### src/rtl/irfmt_pkg.sv
package irfmt_pkg;

  typedef enum logic [1:0] {
    KIND_RAW,
    KIND_DATA,
    KIND_RPT
  } frame_kind_e;

  typedef enum logic [3:0] {
    ST_IDLE,
    ST_LEAD,
    ST_PAUSE,
    ST_HDR,
    ST_DATA,
    ST_RAW,
    ST_HEX,
    ST_CR,
    ST_LF
  } fmt_state_e;

  function automatic logic [7:0] nibble_ascii(input logic [3:0] n);
    if (n < 4'd10) return 8'h30 + {4'h0, n};
    else           return 8'h57 + {4'h0, n};
  endfunction

  function automatic logic [7:0] header_ascii(input frame_kind_e k, input logic [1:0] i);
    logic [7:0] c;
    c = 8'h20;
    case (k)
      KIND_RPT:  case (i) 2'd0: c = 8'h52; 2'd1: c = 8'h45; default: c = 8'h50; endcase
      KIND_DATA: case (i) 2'd0: c = 8'h4e; 2'd1: c = 8'h45; 2'd2: c = 8'h43; default: c = 8'h20; endcase
      default:   case (i) 2'd0: c = 8'h52; 2'd1: c = 8'h41; 2'd2: c = 8'h57; default: c = 8'h20; endcase
    endcase
    return c;
  endfunction

endpackage

### src/rtl/irfmt_window.sv
module irfmt_window #(
  parameter int DUR_W = 16,
  parameter int LO    = 0,
  parameter int HI    = 255
) (
  input  logic [DUR_W-1:0] word,
  output logic             hit
);
  localparam logic [7:0] LO_B = 8'(LO);
  localparam logic [7:0] HI_B = 8'(HI);

  always_comb begin
    hit = (word[DUR_W-1:8] == '0) && (word[7:0] >= LO_B) && (word[7:0] <= HI_B);
  end
endmodule

### src/rtl/irfmt_bit_packer.sv
module irfmt_bit_packer #(
  parameter int BITS = 8
) (
  input  logic            clk,
  input  logic            rst_n,
  input  logic            clr,
  input  logic            shift,
  input  logic            bit_in,
  output logic            full,
  output logic [BITS-1:0] next_word
);
  localparam int CW = $clog2(BITS);

  logic [BITS-1:0] sh;
  logic [CW-1:0]   cnt;

  assign full      = (cnt == CW'(BITS - 1));
  assign next_word = {bit_in, sh[BITS-1:1]};

  always_ff @(posedge clk or negedge rst_n) begin
    if (!rst_n) begin
      sh  <= '0;
      cnt <= '0;
    end else if (clr) begin
      sh  <= '0;
      cnt <= '0;
    end else if (shift) begin
      sh  <= next_word;
      cnt <= full ? '0 : cnt + 1'b1;
    end
  end
endmodule

### src/rtl/ir_frame_texter.sv
module ir_frame_texter
  import irfmt_pkg::*;
#(
  parameter  int DUR_W     = 16,
  parameter  int MAX_PAIRS = 64,
  parameter  int LEAD_LO   = 144,
  parameter  int LEAD_HI   = 150,
  parameter  int HDR_LO    = 70,
  parameter  int HDR_HI    = 76,
  parameter  int RPT_LO    = 33,
  parameter  int RPT_HI    = 39,
  parameter  int BIT_SPLIT = 18,
  localparam int PCNT_W    = $clog2(MAX_PAIRS + 1),
  localparam int IDX_W     = PCNT_W + 1
) (
  input  logic              clk,
  input  logic              rst_n,
  input  logic              start,
  input  logic [PCNT_W-1:0] pair_count,
  output logic              busy,
  output logic [IDX_W-1:0]  rd_addr,
  input  logic [DUR_W-1:0]  rd_data,
  output logic [7:0]        tx_data,
  output logic              tx_valid,
  input  logic              tx_ready
);
  localparam logic [7:0] SPLIT_B = 8'(BIT_SPLIT);

  fmt_state_e        state;
  frame_kind_e       kind;
  logic              lead_ok;
  logic [PCNT_W-1:0] npairs;
  logic [IDX_W-1:0]  idx;
  logic [1:0]        cidx;
  logic [7:0]        hbyte;
  logic              more_q;

  logic lead_hit, hdr_hit, rpt_hit;
  logic hs, hdr_last, more_now, pause_bit, pk_full;
  logic [7:0] pk_word;
  logic [IDX_W-1:0] end_idx;

  irfmt_window #(.DUR_W(DUR_W), .LO(LEAD_LO), .HI(LEAD_HI)) u_win_lead (.word(rd_data), .hit(lead_hit));
  irfmt_window #(.DUR_W(DUR_W), .LO(HDR_LO),  .HI(HDR_HI))  u_win_hdr  (.word(rd_data), .hit(hdr_hit));
  irfmt_window #(.DUR_W(DUR_W), .LO(RPT_LO),  .HI(RPT_HI))  u_win_rpt  (.word(rd_data), .hit(rpt_hit));

  assign pause_bit = (rd_data[7:0] >= SPLIT_B);

  irfmt_bit_packer #(.BITS(8)) u_packer (
    .clk      (clk),
    .rst_n    (rst_n),
    .clr      (state == ST_IDLE),
    .shift    (state == ST_DATA),
    .bit_in   (pause_bit),
    .full     (pk_full),
    .next_word(pk_word)
  );

  assign busy     = (state != ST_IDLE);
  assign tx_valid = (state == ST_HDR) || (state == ST_HEX) || (state == ST_CR) || (state == ST_LF);
  assign hs       = tx_valid && tx_ready;
  assign end_idx  = {npairs, 1'b0};
  assign more_now = ((idx + 1'b1) != end_idx);
  assign hdr_last = (kind == KIND_RPT) ? (cidx == 2'd2) : (cidx == 2'd3);

  always_comb begin
    case (state)
      ST_LEAD:  rd_addr = '0;
      ST_PAUSE: rd_addr = IDX_W'(1);
      default:  rd_addr = idx;
    endcase
  end

  always_comb begin
    case (state)
      ST_HDR:  tx_data = header_ascii(kind, cidx);
      ST_HEX:  tx_data = (cidx == 2'd0) ? nibble_ascii(hbyte[7:4]) :
                         (cidx == 2'd1) ? nibble_ascii(hbyte[3:0]) : 8'h20;
      ST_CR:   tx_data = 8'h0d;
      ST_LF:   tx_data = 8'h0a;
      default: tx_data = 8'h00;
    endcase
  end

  always_ff @(posedge clk or negedge rst_n) begin
    if (!rst_n) begin
      state   <= ST_IDLE;
      kind    <= KIND_RAW;
      lead_ok <= 1'b0;
      npairs  <= '0;
      idx     <= '0;
      cidx    <= '0;
      hbyte   <= '0;
      more_q  <= 1'b0;
    end else begin
      case (state)
        ST_IDLE: begin
          if (start && (pair_count != '0)) begin
            npairs <= pair_count;
            state  <= ST_LEAD;
          end
        end
        ST_LEAD: begin
          lead_ok <= lead_hit;
          state   <= ST_PAUSE;
        end
        ST_PAUSE: begin
          if (lead_ok && hdr_hit)      kind <= KIND_DATA;
          else if (lead_ok && rpt_hit) kind <= KIND_RPT;
          else                         kind <= KIND_RAW;
          cidx  <= '0;
          state <= ST_HDR;
        end
        ST_HDR: begin
          if (hs) begin
            if (hdr_last) begin
              cidx <= '0;
              case (kind)
                KIND_RPT:  state <= ST_CR;
                KIND_DATA: begin
                  idx   <= IDX_W'(3);
                  state <= (npairs == PCNT_W'(1)) ? ST_CR : ST_DATA;
                end
                default: begin
                  idx   <= '0;
                  state <= ST_RAW;
                end
              endcase
            end else begin
              cidx <= cidx + 1'b1;
            end
          end
        end
        ST_DATA: begin
          idx <= idx + IDX_W'(2);
          if (pk_full) begin
            hbyte  <= pk_word;
            more_q <= more_now;
            cidx   <= '0;
            state  <= ST_HEX;
          end else if (!more_now) begin
            state <= ST_CR;
          end
        end
        ST_RAW: begin
          hbyte  <= rd_data[7:0];
          more_q <= more_now;
          idx    <= idx + 1'b1;
          cidx   <= '0;
          state  <= ST_HEX;
        end
        ST_HEX: begin
          if (hs) begin
            if (cidx == 2'd2) begin
              cidx <= '0;
              if (!more_q)                state <= ST_CR;
              else if (kind == KIND_DATA) state <= ST_DATA;
              else                        state <= ST_RAW;
            end else begin
              cidx <= cidx + 1'b1;
            end
          end
        end
        ST_CR:   if (hs) state <= ST_LF;
        ST_LF:   if (hs) state <= ST_IDLE;
        default: state <= ST_IDLE;
      endcase
    end
  end
endmodule

### config.mk
export PLATFORM = sky130hd
export DESIGN_NAME = ir_frame_texter
export DESIGN_NICKNAME = d
export VERILOG_FILES = /design/src/rtl/irfmt_pkg.sv /design/src/rtl/irfmt_window.sv /design/src/rtl/irfmt_bit_packer.sv /design/src/rtl/ir_frame_texter.sv
export SDC_FILE = /design/constraint.sdc
export NUM_CORES = 1
export LEC_CHECK = 0
export CAP_MARGIN = 20
export CORE_UTILIZATION = 56
export DETAILED_ROUTE_END_ITERATION = 10
export PLACE_DENSITY = 0.89
export SLEW_MARGIN = 5
export SYNTH_ARGS = -nofsm -noshare
export SYNTH_HDL_FRONTEND = slang
export SYNTH_HIERARCHICAL = 1
export SYNTH_SLANG_ARGS = --single-unit
### constraint.sdc
create_clock -name clk -period 2.8 [get_ports clk]
set_input_delay 0.84 -clock clk [delete_from_list [all_inputs] [get_ports clk]]
set_output_delay 0.84 -clock clk [all_outputs]
set_load 0.05 [all_outputs]
; Word-level counts from Yosys, hierarchy flattened
; Index checks and enable logic that the tools add are counted.
[classes]
muxes = 46
n_lt_le_gt_ge = 9
add_sub_neg = 8
reduce_logical = 28
bitwise = 0
eq_ne = 26
n_shift = 0
div = 0
multipliers = 0
[ops]
columns = operator, count
row1 = 8-bit two-way mux, 9
row2 = 8-bit one-hot mux with 2 select lines, 4
row3 = 7-bit one-hot mux with 3 select lines, 2
row4 = 4-bit two-way mux, 9
row5 = 4-bit one-hot mux with 9 select lines, 1
row6 = 8-bit one-hot mux with 4 select lines, 1
row7 = 8-bit one-hot mux with 3 select lines, 1
row8 = 2-bit two-way mux, 9
row9 = "7-bit by 4-bit adder with 8-bit output, first input constant", 2
row10 = "4-bit by 3-bit == test with 1-bit output, second input constant", 4
row11 = "2-bit != test, second input constant", 8
row12 = "6-bit by 4-bit adder with 7-bit output, first input constant", 2
row13 = 1-bit logical AND, 10
row14 = 5-bit one-hot mux with 2 select lines, 1
row15 = 3-bit two-way mux, 3
row16 = "8-bit by 1-bit adder with 8-bit output, second input constant", 1
row17 = "8-bit by 2-bit adder with 8-bit output, second input constant", 1
row18 = "4-bit by 2-bit == test with 1-bit output, second input constant", 2
row19 = "8-bit by 5-bit >= comparator with 1-bit output, second input constant", 1
row20 = "8-bit by 6-bit >= comparator with 1-bit output, second input constant", 1
row21 = "8-bit by 7-bit >= comparator with 1-bit output, second input constant", 1
row22 = "8-bit >= comparator, second input constant", 1
row23 = "8-bit by 6-bit less-or-equal comparator with 1-bit output, second input constant", 1
row24 = "8-bit by 7-bit less-or-equal comparator with 1-bit output, second input constant", 1
row25 = other kinds (29), 41
[totals]
latch_bits = 0
wordCells = 127
output_inout_bits = 18
inputBits = 27
rom_bits = 0
mem_count = 0
ramBits = 0
ff_bits = 44

; Logic depth before layout (Yosys ltp)
; Gate-level depths: netlist of the first run.
[logic_depth]
depth_word = 7
mapped_depth = 8

; By module
; Netlist of the first run, hierarchy kept.
[by_module_without_submodules]
columns = mod, cells_each, n_inst, area_each_um2
row1 = ir_frame_texter, 330, 1, 2772.7
row2 = irfmt_bit_packer, 36, 1, 437.9
row3 = irfmt_window (u_win_hdr), 7, 1, 62.6
row4 = irfmt_window (u_win_rpt), 7, 1, 51.3
row5 = irfmt_window (u_win_lead), 7, 1, 50.0

; Worst setup path after synthesis of the first run
; OpenSTA, ideal clock, no wires.
[synth_timing]
path_type = reg-to-output
from = register cidx[0]
to = output port tx_data[0]
path_stages_with_launch = 7
t_required_ps = 1960
path_slack_ps = -248
arrival_ps = 2208
path_cell_list = dfrtp_1 -> inv_1 -> ha_1 -> clkbuf_1 -> nor2b_1 -> a22oi_1 -> o21ai_0
[synth_via]
elab_chain_len = 4
[synth_lines]
columns = element, line
row1 = from (decl), ir_frame_texter.sv:34  ; logic [1:0] cidx;
row2 = from (signal assigned), ir_frame_texter.sv:130  ; cidx <= cidx + 1'b1;
row3 = from (signal assigned), ir_frame_texter.sv:160  ; cidx <= cidx + 1'b1;
row4 = 2-bit == test (tied with other cells), "irfmt_pkg.sv:31, irfmt_pkg.sv:32"
row5 = 7-bit one-hot mux with 3 select lines (tied with other cells), irfmt_pkg.sv:32  ; default: case (i) 2'd0: c = 8'h52; 2'd1: c = 8'h41; 2'd2: c = 8'h57; default: c = 8'h20; endcase
row6 = 8-bit one-hot mux with 2 select lines / 8-bit two-way mux (equally long branches), "irfmt_pkg.sv:29, ir_frame_texter.sv:77"
row7 = 8-bit one-hot mux with 4 select lines (*), ir_frame_texter.sv:75  ; case (state)
row8 = to (decl), ir_frame_texter.sv:23  ; output logic [7:0] tx_data,
; Every way passes the cells marked *; elsewhere a longest branch is shown, timed or not.

; Worst setup path after layout of the first run
[layout_timing]
from = register hbyte[1]
to = output port tx_data[1]
[layout_via]
elab_chain_len = 5
[layout_lines]
columns = element, line
row1 = from (decl), ir_frame_texter.sv:35  ; logic [7:0] hbyte;
row2 = from (signal assigned), ir_frame_texter.sv:137  ; hbyte <= pk_word;
row3 = from (signal assigned), ir_frame_texter.sv:146  ; hbyte <= rd_data[7:0];
row4 = 7-bit by 4-bit adder with 8-bit output (tied with other cells), irfmt_pkg.sv:23  ; else return 8'h57 + {4'h0, n};
row5 = 8-bit two-way mux (*), irfmt_pkg.sv:22  ; if (n < 4'd10) return 8'h30 + {4'h0, n};
row6 = 8-bit two-way mux (*), ir_frame_texter.sv:78  ; (cidx == 2'd1) ? nibble_ascii(hbyte[3:0]) : 8'h20;
row7 = 8-bit two-way mux (*), ir_frame_texter.sv:77  ; ST_HEX: tx_data = (cidx == 2'd0) ? nibble_ascii(hbyte[7:4]) :
row8 = 8-bit one-hot mux with 4 select lines (*), ir_frame_texter.sv:75
; Marks and branches as above.

==> results of run 1 <==
==> through the flow <==
step | total power [mW] | setup TNS [ps]
2_1_floorplan | 3.34 | 0
3_5_place_dp | 4.35 | 0
4_1_cts | 4.78 | 0
5_1_grt | 5.30 | -166
3_3_place_gp | 4.24 | 0
6_report | 5.00 | -9.77
==> routing by layer <==
metal / up-vias / track usage / part of all wire
li1: 1514 / - / -
met3: 51 / 0.0491 / 0.083
met1: 1625 / 0.375 / 0.38
met2: 203 / 0.523 / 0.50
met5: - / 0 / 0
met4: 0 / 0.144 / 0.038
==> cells in the final DEF, fill, tap and decap left out, types with 4 or more instances in the layout <==
master,instances
o21ai_0,21
buf_12,15
xnor2_1,7
nand2_1,38
nor4_2,4
nor2_1,43
nor3_1,7
nand3_1,12
inv_2,4
mux2_2,10
nand2b_1,7
o22ai_1,5
o21ai_1,8
clkdlybuf4s50_1,25
xor2_1,6
ha_1,11
a22oi_1,10
buf_4,17
mux2i_1,10
a21oi_1,21
clkbuf_8,5
and2_1,9
inv_1,10
dfrtp_1,40
nand4_1,4
==> state kept, by name, indices dropped and copies added, names as in the netlist, 2 cells and up <==
name / cells
npairs: 7
hbyte: 8
u_packer/sh: 7
cidx: 2
state: 4
idx: 8
u_packer/cnt: 3
kind: 2
==> final timing paths <==
check | from | end | slack [ps] | cells past startpoint
worst max-delay path | hbyte[1] | tx_data[1] | -10 | 7
worst min-delay path | rst_n | hbyte[6] | 420 | 1
worst max register to register | state[3] | npairs[5] | 680 | 6
worst min register to register | more_q | more_q | 520 | 1
max in group asynchronous | rst_n | cidx[0] | 1650 | 2
min in group clk | more_q | more_q | 520 | 1
==> final cells by class <==
type	count	area [sq um]	share of cell area
multi-input combinational	311	2200	0.524
sequential	43	1080	0.257
timing repair buffer	59	694	0.165
tap	72	90.1	0.0214
clock buffer	7	76.3	0.0181
inverter	15	58.8	0.0140
clock inverter	1	5.00	0.00119
==> power by group through the flow <==
stage	combinational (mW)	sequential, mW	clock (mW)
floorplan	2.28	1.06	0
global route	3.67	1.22	0.414
detailed placement	3.17	1.17	0
finish	3.43	1.19	0.384
CTS	3.23	1.16	0.385
global placement	3.09	1.15	0
==> synth_stat cells, types with 3 or more instances <==
master and count:
nor2_1 45, dfrtp_1 43, nand2_1 39, o21ai_0 28
a21oi_1 22, ha_1 14, inv_1 12, nand3_1 12
a22oi_1 10, mux2_2 10, mux2i_1 10, and2_1 9
nand2b_1 8, buf_2 7, nor3_1 7, xnor2_1 7
o22ai_1 6, xor2_1 6, buf_4 5, nand4_1 4
nor2b_1 4, nor4_2 4, inv_2 3, nor3b_1 3
o211ai_1 3, o21a_1 3
==> repair_timing <==
action	CTS	global route
cloned	0	0
buffers inserted	3	2
setup endpoints to repair	4	6
pin swaps	1	3
resized for setup	4	20
==> cell families (layout without fill, tap and decap cells) <==
| logic type | after synthesis | count (layout) | share of synthesized area |
|---|---|---|---|
| simple gates | 155 | 155 | 0.252 |
| compound gates | 106 | 106 | 0.222 |
| flops | 43 | 43 | 0.319 |
| buf+inv | 33 | 82 | 0.0497 |
| mux | 21 | 21 | 0.0675 |
| fa+ha+maj | 15 | 15 | 0.0552 |
| xor+xnor | 13 | 13 | 0.0337 |
| other cells | 1 | 1 | 0.00111 |
==> impl_results.md, run 1 <==
- Status: finished with violations
- Violated checks: negative setup slack
- Max Root-Sink Buffers: 2
- Cts hold-fix bufs: 0
- Inst Count DP: 495
- Global-route wire length before repair: 15100 um
- Sequential fraction of the synthesis area: 0.319
- CORE AREA: 0.00564 sq mm
- Share of post-route cells with drive strength above 1: 0.218
- First DRT Iteration DRCs: 356
- Core Util, Final: 0.746
- Cell variety after synth: 74
- Worst-Skew Late Latency: 300 ps
- CTS sink cnt: 43
- Cell chain of the critical path: inv_1 > ha_1 > a211o_1 > o21ai_0 > a31oi_1 > o22ai_2 > buf_12
- Filler cell count: 385
- Antenna viol nets, final: 0
- Final Hold Viols: 0
- GRT Total Usage: 0.306
- Critical path data arrival time: 1970 ps
- Synthesized Nets: 428
- Critical path startpoint category: flip-flop
- Die area: 0.00634 sq mm
- Clk pwr share: 0.077
- Die W: 79.6 um
- Worst hold path type: input pin to asynchronous set/reset pin
- H-Tree Depth: 2
- GRT Residual Overflow: 0
- Top delay family on crit path: compound AO/OA/AOI/OAI gates
- HPWL after DPL: 6720 um
- Max-slew violations: 0
- Vias per cell: 6.68
- Clock root cell: clkbuf_8
- Max Cap Viol: 0
- CP max stage cell: dfrtp_2
- Synth Flop Type: dfrtp_1
- Max Freq: 356 MHz
- Port bufs: 43
- Setup WS pre-CTS: 182 ps
- Largest cells by area after synthesis: dfrtp_1, ha_1, nor2_1
- Critical path required time: 1960 ps
- Vias: 3393
- Cell area after synthesis: 0.00337 sq mm
- Worst-Margin Slew: 718 ps
- WHS: 423 ps
- Fin area: 0.00421 sq mm
- RSZ-0062 raised after global routing: true
- IO Count: 45
- Synth area leader: dfrtp_1
- Post-DP Area: 0.00402 sq mm
- Die Ht: 79.6 um
- CP Class: flip-flop to output port
- Placer Congestion: 1.02
- Crit. End Element: output port
- Yosys top cell area share: 0.319
- DR pass1 iterations: 5
- P_sw: 2.48 mW
- Initial antenna violation count: 0
- CTS tree: done
- Switch share: 0.496
- Post-Syn Instances: 387
- Post-synth EDFFs: 0
- Total CTS buffers: 5
- Warnings, synthesis: 6
- Total routed wirelength: 9820 um
- Pint: 2.52 mW
- Maximum vdd ir drop: 776 uV
- Min Tclk post-route: 2810 ps
- Non-Filler Instances: 508
- # DRC: 0
- Initial Util: 0.598
- Min setup slack post-route: -9.77 ps
- Synthesized area per cell: 8.72 sq um
- Pwr/cell area: 1190 mW/mm^2
- Buf+Inv Stages, Crit Path: 2
- Synth async-reset ratio: 1.00
- Endpoints failing setup: 1
- Vias in the first global route: 3246
- Flops & latches, synth: 43
- Reg clk slew, reported paths: 80 ps
- Layout Nets: 476
- Critical Path Max Stage Delay: 430 ps
- Clk_skew: 6.12 ps
- Logic pwr share: 0.686
- Leak: 1.73 nW
- Area growth syn-to-layout: 24.7%
- Crit path max fanout: 6
- Largest net degree at the start of global routing: 32
- ANT cells: 0
- Final Cycle Share: 1.00
- Sequential share of power: 0.238
- FP Rows: 27
- Slew Limit Headroom: 0.518
- Routed len/inst: 19.3 um
Note: power is estimated with default switching activity, not from simulation.
==> run 2: changes to the inputs <==
CORE_ASPECT_RATIO = 0.6   (was unset)
==> impl_results.md, run 2 (synthesis gave the netlist of run 1 again) <==
- Status: finished with violations
- Violated checks: negative setup slack
- Pint: 2.69 mW (+6.8%)
- Worst setup path end: tx_data[3]
- Layout Nets: 480 (+0.84%)
- Share of post-route cells with drive strength above 1: 0.239 (+0.0207)
- Critical path required time: 1960 ps (about the same)
- Placer Congestion: 0.954 (-6.5%)
- Worst hold path type: input pin to asynchronous set/reset pin
- CP Class: flip-flop to output port
- Vias: 3483 (+2.7%)
- Worst-Skew Late Latency: 310 ps (about the same)
- CORE AREA: 0.00570 sq mm (+1.1%)
- Critical path data arrival time: 1970 ps (about the same)
- Logic pwr share: 0.670 (-0.016)
- Switch share: 0.492 (-0.00429)
- Vias per cell: 6.70 (+0.28%)
- Vias in the first global route: 3172 (-2.3%)
- Setup_tns: -8.73 ps (+1.04 ps)
- Area growth syn-to-layout: 28.1%
- First DRT Iteration DRCs: 592 (+66%)
- Total routed wirelength: 10400 um (+5.6%)
- CTS sink cnt: 43 (unchanged)
- Initial Util: 0.592 (-0.00630)
- R2R cell count: 6 (unchanged)
- Die W: 102 um (+28%)
- Sequential share of power: 0.229 (-0.009)
- GRT Total Usage: 0.330 (+0.0234)
- WP depth: 8 (+1)
- Biggest regs: hbyte: 8 flops, idx: 8 flops
- Reg2Reg Setup Slack: 620 ps (-60 ps)
- Max Freq: 356 MHz (about the same)
- Non-Filler Instances: 520 (+2.4%)
- Die area: 0.00635 sq mm (+0.17%)
- Max-slew violations: 0 (unchanged)
- Worst R2R Start: state[0]
- # DRC: 0 (unchanged)
- Maximum vdd ir drop: 631 uV (-19%)
- Reg clk slew, reported paths: 90 ps (about the same)
- Commonest cells after routing, fill and taps aside: nor2_1, dfrtp_1, nand2_1
- R2R Path End: npairs[2]
- DR pass1 iterations: 6 (+1)
- Max Cap Viol: 0 (unchanged)
- Critical Path Max Stage Delay: 410 ps (-20 ps)
- Commonest non-fill, non-tap cell in the layout: nor2_1
- CTS tree: done
- Crit. End Element: output port
- Clk_skew: 7.18 ps (+1.06 ps)
- Slew Limit Headroom: 0.565 (+0.0464)
- ANT cells: 0 (unchanged)
- Initial antenna violation count: 0 (unchanged)
- H-Tree Depth: 2 (unchanged)
- Final Cycle Share: 1.00 (about the same)
- Max Root-Sink Buffers: 2 (unchanged)
- Setup WS pre-CTS: 134 ps (-48.7 ps)
- HPWL after DPL: 7470 um (+11%)
- Pwr/cell area: 1220 mW/mm^2 (+3.1%)
- GRT Residual Overflow: 0 (unchanged)
- Cell chain of the critical path: inv_2 > ha_4 > buf_6 > nor2b_4 > a31oi_1 > o32a_1 > nand2_2 > buf_12
- Min Tclk post-route: 2810 ps (-1.04 ps)
- Clk pwr share: 0.101 (+0.024)
- Beginning of the critical path: cidx[1]
- CP max stage cell: dfrtp_1
- FP Rows: 21 (-22%)
- Endpoints failing setup: 1 (unchanged)
- Port bufs: 43 (unchanged)
- Total CTS buffers: 5 (unchanged)
- Routed len/inst: 20.0 um (+3.2%)
- Buf+Inv Stages, Crit Path: 3 (+1)
- Final Hold Viols: 0 (unchanged)
- Largest net degree at the start of global routing: 28 (-13%)
- Clock root cell: clkbuf_8
- Min setup slack post-route: -8.73 ps (+1.04 ps)
- Global-route wire length before repair: 16000 um (+6.4%)
- Crit path max fanout: 6 (unchanged)
- RSZ-0062 raised after global routing: true
- IO Count: 45 (unchanged)
- Leak: 1.77 nW (+2.2%)
- Die Ht: 62.1 um (-22%)
- Inst Count DP: 501 (+1.2%)
- P_sw: 2.61 mW (+5.0%)
- Antenna viol nets, final: 0 (unchanged)
- Critical path startpoint category: flip-flop
- Worst-Margin Slew: 649 ps (-69.2 ps)
- Top delay family on crit path: compound AO/OA/AOI/OAI gates
-- run 2: cell count changes in the layout (fill, tap and decap cells not counted), sizes merged --
cell / change
buf: +4
bufinv: +1
clkbuf: -1
clkinv: -1
inv: +1
-- run 2: layout make-up --
cell class / instances / area, sq um
multi-input combinational: 311 / 2230
fill: 374 / 1380
sequential: 43 / 1080
timing repair buffer: 63 / 732
tap: 80 / 100
clock buffer: 6 / 82.6
inverter: 15 / 58.8
clock inverter: 2 / 38.8
-- run 2: repair_timing --
item	in CTS	in global routing
pin swaps	1	6
setup endpoints to repair	6	14
setup buffers	1	10
hold buffers	0	0
gates resized for setup	12	20
-- run 2: metrics by stage --
step	power, mW	hold WS, ps	util	cell area [sq um]
final	5.30	408	0.758	4320
after global routing	5.58	410	0.758	4320
after CTS	4.98	410	0.732	4170
after detailed placement	4.37	511	0.704	4010
after global placement	4.24	481	0.704	4010
after floorplan	3.34	466	-	3380
-- run 2: metal layers --
metal	GRT usage	routed length, um	up-vias
met5	0	0	-
met2	0.461	4520	287
li1	-	-	1509
met4	0.0875	255	0
met3	0.0867	1290	44
met1	0.498	4310	1643
-- run 2: how the worst min path moves through the flow --
stage,start,end,slack [ps],cells past startpoint
2_1_floorplan,more_q,more_q,470,1
3_3_place_gp,more_q,more_q,480,1
3_5_place_dp,more_q,more_q,510,1
4_1_cts,rst_n,idx[0],410,1
5_1_grt,rst_n,idx[0],410,1
6_report,rst_n,more_q,410,1
-- run 2: power groups by stage --
stage,Clock (mW),Combinational (mW),Sequential (mW)
2_1_floorplan,0,2.28,1.06
3_3_place_gp,0,3.08,1.17
3_5_place_dp,0,3.18,1.19
4_1_cts,0.536,3.26,1.18
5_1_grt,0.566,3.77,1.25
6_report,0.535,3.55,1.21
